### config.mk
export PLATFORM = sky130hd
export DESIGN_NAME = dual_state_pc
export DESIGN_NICKNAME = d
export VERILOG_FILES = /design/src/rtl/dual_state_pc.sv
export SDC_FILE = /design/constraint.sdc
export NUM_CORES = 1
export LEC_CHECK = 0
export ABC_AREA = 0
export ABC_CLOCK_PERIOD_IN_PS = 3100
export BUFFER_PORTS_ARGS = -buffer_cell sky130_fd_sc_hd__buf_2
export CAP_MARGIN = 20
export CORE_UTILIZATION = 30
export DETAILED_ROUTE_END_ITERATION = 10
export GPL_TIMING_DRIVEN = 1
export PLACE_DENSITY = 0.64
export SYNTH_ARGS = -nofsm -noshare
export SYNTH_HDL_FRONTEND = slang
export SYNTH_SLANG_ARGS = --single-unit
### constraint.sdc
create_clock -name clk -period 3.1 [get_ports clk]
set_clock_uncertainty 0.1 [all_clocks]
set_input_delay 0 -clock clk [delete_from_list [all_inputs] [get_ports clk]]
set_output_delay 0 -clock clk [all_outputs]
set_load 0.01 [all_outputs]
### src/rtl/dual_state_pc.sv
module dual_state_pc #(
  parameter int ADDR_W = 32
) (
  input  logic              clk,
  input  logic              rst,
  input  logic              compact,
  input  logic              advance,
  input  logic              br_take,
  input  logic [ADDR_W-1:0] br_target,
  input  logic              pc_wr,
  input  logic [ADDR_W-1:0] pc_wdata,
  output logic [ADDR_W-1:0] fetch_addr,
  output logic [ADDR_W-1:0] pc_view,
  output logic [ADDR_W-1:0] link_addr
);
  localparam logic [ADDR_W-1:0] WIDE_STEP    = ADDR_W'(4);
  localparam logic [ADDR_W-1:0] COMPACT_STEP = ADDR_W'(2);
  localparam logic [ADDR_W-1:0] WIDE_MASK    = ~ADDR_W'(3);
  localparam logic [ADDR_W-1:0] COMPACT_MASK = ~ADDR_W'(1);
  localparam logic [ADDR_W-1:0] RESET_ADDR   = '0;

  logic [ADDR_W-1:0] pc_q;
  logic [ADDR_W-1:0] step;
  logic [ADDR_W-1:0] mask;
  logic [ADDR_W-1:0] redirect_addr;

  assign step          = compact ? COMPACT_STEP : WIDE_STEP;
  assign mask          = compact ? COMPACT_MASK : WIDE_MASK;
  assign redirect_addr = (br_take ? br_target : pc_wdata) & mask;

  always_ff @(posedge clk) begin
    if (rst)                  pc_q <= RESET_ADDR;
    else if (br_take || pc_wr) pc_q <= redirect_addr;
    else if (advance)         pc_q <= pc_q + step;
  end

  assign fetch_addr = pc_q;
  assign link_addr  = pc_q + step;
  assign pc_view    = pc_q + (step << 1);
endmodule


# --- Word level (Yosys, flattened, before mapping) ---
# Index checks and enable logic that the tools add are counted.
op_classes:
  addsub: 2
  mul: 0
  div_mod_pow: 0
  order_cmp: 0
  eq_ne: 0
  shifts: 0
  mux: 5
  n_bitwise: 1
  n_reduce_logical: 2
ops:
  columns: ["operator", "count"]
  rows:
  - ["$mux 32", 3]
  - ["$add 32x3->32", 1]
  - ["$add 32x4->32", 1]
  - ["$and 32x32->32", 1]
  - ["$mux 3", 1]
  - ["$mux 2", 1]
  - ["$reduce_bool 2->1", 1]
  - ["$logic_or 1x1->1", 1]
word_totals:
  register_bits: 32
  latchBits: 0
  ramBits: 0
  romBits: 0
  inputBits: 70
  out_inout_bits: 96
  word_cells: 11
  mem_count: 0

# --- Longest topological paths before layout ---
logic_depth:
  ltp_word: 4
  mapped_depth: 8
  ltp_nobuf: 7

# --- Worst setup path before layout ---
# Ideal clock, no wire load.
synth_path:
  kind: "register -> register"
  from: "reg pc_q[1], in the netlist fetch_addr[1]"
  to: "reg pc_q[29], in the netlist fetch_addr[29]"
  setup_ps: 78
  arrival_ps: 2182
  t_required_ps: 2922
  setup_slack_ps: 740
  stages_incl_launch_ff: 9
  path_buffers: 1
  period_less_slack_ps: 2360
  cell_sequence: "dfxtp_1 -> ha_1 -> fa_1 -> and4_1 -> and4b_1 -> buf_2 -> and3_1 -> mux2_2 -> nor3_1"
synth_between:
  elab_chain_len: 3
synth_lines:
  columns: ["item", "line_no", "rtl"]
  rows:
  - ["start, declared", "22", "logic [ADDR_W-1:0] pc_q;"]
  - ["start signal, assigned", "33", "else if (br_take || pc_wr) pc_q <= redirect_addr;"]
  - ["start signal, assigned", "34", "else if (advance) pc_q <= pc_q + step;"]
  - ["$add 32x3->32", "34", null]
  - ["$mux 32", "34", null]
  - ["$mux 32", "33", null]
# No other way between the ends. The select of a mux whose other input is x is not followed.
# A chain may end at the register's enable or synchronous reset.

# --- Final worst setup path ---
layout_path:
  from: "reg pc_q[3], in the netlist fetch_addr[3]"
  to: "out pc_view[26]"
layout_between:
  elab_chain_len: 1
layout_lines:
  columns: ["item", "line_no", "rtl"]
  rows:
  - ["$add 32x4->32", "39", "assign pc_view = pc_q + (step << 1);"]
  - ["end, declared", "13", "output logic [ADDR_W-1:0] pc_view,"]
# No other way between the ends.

==> qor.csv <==
stage,metric,value,unit
clocking,number of levels in the clock H-tree,2,
detailed_routing,vias after detailed routing,4065,
finish,number of antenna cells inserted,0,
worst_hold_path,cell count of the worst hold path,3,
sta,final hold violation count,0,
yosys,unique cell type count in the Yosys netlist,59,
placed_design,final weighted congestion in routability-driven placement,0.893,
setup_path,startpoint of the lowest-slack register-to-register path,fetch_addr[1],
setup_path,sequence of cells on the critical path,fa_1 -> nand3_1 -> or2_2 -> nor3_2 -> nand4_1 -> xnor2_1 -> buf_2,
setup_path,kind of cell with the highest combined delay on the critical path,simple AND/OR/NAND/NOR gates,
global_route,wire length of the first global-routing pass,19100,um
yosys,Post-Syn Instances,486,
setup_path,cells on worst reg2reg path,9,
yosys,area of the mapped netlist,3490,um2
status,status,finished clean,
sta,maximum achievable frequency,360,MHz
placed_design,total of buffers placed on input and output ports,160,
detailed_routing,number of iterations in the first detailed-routing pass,5,
placed_design,area after detailed placement,4250,um2
setup_path,arrival time at the worst endpoint,2.68,ns
sta,Worst Slack Setup Final,0.319,ns
finish,fraction of layout cells with a size suffix above 1,0.326,
detailed_routing,number of violations reported at the end of detailed-routing iteration 0,204,
yosys,Yosys top cell area share,0.178,
detailed_routing,# DRC,0,
setup_path,Worst Setup Path Type,flop to output pin,
worst_hold_path,beginning of the worst hold path,br_target[13],
yosys,cell types occupying the most area after synthesis,"dfxtp_1 18%, xnor2_1 8.3%, xor2_1 5.8%, nor2_1 5.7%, nand2_1 4.5%",
sta,Final TNS setup,0,ns
power_and_ir_drop,leakage power total,2.14,nW
finish,number of flip-flops in the largest register,31,
yosys,cell type contributing the most total cell area after synthesis,dfxtp_1,
yosys,Syn Area/Cell,7.18,um2
clocking,TritonCTS Sinks,31,
die,die outline height,110,um
setup_path,CP max FO,11,
yosys,top post-synthesis cells by count,"53 x nor2_1, 42 x nand2_1, 33 x xnor2_1",
global_route,global-route congestion overflow total,0,
global_route,global routing usage summed across all routing layers,0.207,
detailed_routing,total wirelength of the detailed-routed design,12800,um
setup_path,endpoint required time on the critical path,3.00,ns
finish,post-layout utilization of the core,0.396,
global_route,via count of the first global-routing pass,3778,
sta,share of the clock period used by the worst path after layout,0.897,
sta,Worst Max-Slew Pin Slew,1.14,ns
setup_path,Worst setup SP type,flop,
yosys,part of the Yosys area used for sequential elements,0.178,
die,number of core rows,39,
finish,area of combinational cells with multiple inputs,2530,um2
yosys,post-synthesis register bit count,31,
die,core region area,11400,um2
sta,relative slew slack,0.238,
clocking,number of clock buffers inserted by TritonCTS,5,
die,horizontal die dimension,110,um
yosys,top flip-flop cell by instance count after synthesis,dfxtp_1,
setup_path,slowest cell on the critical path,dfxtp_1,
power_and_ir_drop,peak ir drop on the vdd network,0.000182,V
sta,final hold slack,0.0157,ns
clocking,post-CTS clock slew at the launch and capture registers of the worst setup and hold paths,0.05,ns
sta,Period minus WS final,2.78,ns
finish,layout filler cell count,1199,
clocking,clock root buffer,clkbuf_16,
sta,Final Slew Violations,0,
sta,setup repair after global routing missed its margin,false,
yosys,number of warnings printed during yosys synthesis,0,
setup_path,Reg2Reg Setup Slack,0.45,ns
finish,final design area excluding fillers,4500,um2
worst_hold_path,end point of the worst hold path,fetch_addr[13],
placed_design,placed cell count,746,
yosys,Post-synth EDFFs,0,
detailed_routing,Routed WL per cell,16.7,um
detailed_routing,Antenna Violating Nets Remaining,0,
placed_design,pre-CTS setup slack,0.578,ns
power_and_ir_drop,Final Total Pwr,1.49,mW
clocking,setup repair bufs after CTS,0,
worst_hold_path,Tightest Hold Check Type,primary input to flop,
setup_path,total buffers and inverters traversed by the critical path,1,
yosys,most numerous cell in the Yosys netlist,nor2_1,
global_route,number of antenna violations at the first check in global routing,0,
job,number of max-cap violations,0,
die,effective utilization at floorplan,0.307,
die,number of primary I/O pins,166,
setup_path,endpoint of the lowest-slack register-to-register path,fetch_addr[7],
finish,synthesis-to-finish area growth,28.9,%
finish,Total Nets Final,696,
sta,count of endpoints failing setup in the final report,0,
clocking,CTS tree,yes,
clocking,Clock Latency Late Sink,0.28,ns
detailed_routing,mean number of vias per cell,5.33,
placed_design,dpl hpwl,9670,um
finish,post-route non-filler standard cell count,763,
clocking,CTS max path bufs,2,
setup_path,crit-path max cell delay,0.62,ns
finish,footprint of the flip-flops and latches,621,um2
die,area of the die,12100,um2
power_and_ir_drop,Pwr Density,332,nW/um2
clocking,number of gates resized after cts,0,
global_route,pin count of the biggest net entering global routing,39,
setup_path,endpoint type of the worst setup path,output pin,
yosys,ys async rst share,0,
-- worst register-to-register path, stage by stage, from the launching register on --
cell and delay, ns:
dfxtp_1 0.36, ha_1 0.23, fa_1 0.24, buf_4 0.17, nand2_1 0.12, nor2_1 0.26, nand3_1 0.11, a222oi_1 0.30
dlygate4sd3_1 0.58, nor3_1 0.04
-- worst max-delay path by stage --
stage,startpoint,to,slack (ns),cells after the start
after floorplan,fetch_addr[1],fetch_addr[29],0.74,8
after global placement,fetch_addr[3],pc_view[26],0.64,7
after detailed placement,fetch_addr[3],pc_view[26],0.58,7
after CTS,fetch_addr[3],pc_view[26],0.28,7
after global routing,fetch_addr[3],pc_view[26],0.12,7
final,fetch_addr[3],pc_view[26],0.32,7
-- kinds of logic after synthesis --
| kind of cell | after synthesis | synth area share |
|---|---|---|
| AND/OR/NAND/NOR | 223 | 0.348 |
| XOR/XNOR | 56 | 0.141 |
| multiplexers | 10 | 0.0308 |
| flip-flops | 31 | 0.178 |
| AO/OA/AOI/OAI | 95 | 0.178 |
| adder cells (fa/ha/maj) | 6 | 0.0258 |
| other | 1 | 0.00108 |
| buffers and inverters | 64 | 0.0979 |
-- per-layer routing --
layer	vias up	track usage	wire length, um
met3	17	0.0338	923
met2	167	0.355	6050
met1	1907	0.260	5530
met4	0	0.0743	261
met5	-	0	0
li1	1974	-	-
-- power by group --
group / switching (mW) / internal, mW / total, mW
logic: 0.266 / 0.227 / 0.493
registers: 0.0752 / 0.429 / 0.504
clock network: 0.181 / 0.313 / 0.495
total: 0.523 / 0.969 / 1.49
-- area by class of cell --
type | count | area share
clock buffer | 6 | 0.0309
clock inverter | 1 | 0.00111
inverter | 6 | 0.00501
multi-input combinational | 393 | 0.563
sequential | 31 | 0.138
tap | 143 | 0.0398
timing repair buffer | 183 | 0.222
-- timing repair --
| item | CTS | global route |
|---|---|---|
| hold buffers | 10 | 0 |
| setup endpoints to repair | 0 | 0 |
| endpoints found under the hold margin | 9 | 0 |
-- layout by cell type, fill, tap and decap left out, types with 10 or more instances in the layout --
| cell type | n |
|---|---|
| buf_2 | 160 |
| nor2b_1 | 21 |
| a21oi_1 | 23 |
| xor2_1 | 23 |
| dlygate4sd3_1 | 10 |
| nand4_1 | 18 |
| nor4_1 | 10 |
| dfxtp_1 | 31 |
| nor3_1 | 25 |
| o21ai_0 | 23 |
| xnor2_1 | 33 |
| nor2_1 | 53 |
| nand2_1 | 42 |
| buf_4 | 13 |
| nand3_1 | 13 |
(Power assumes the default switching activity.)
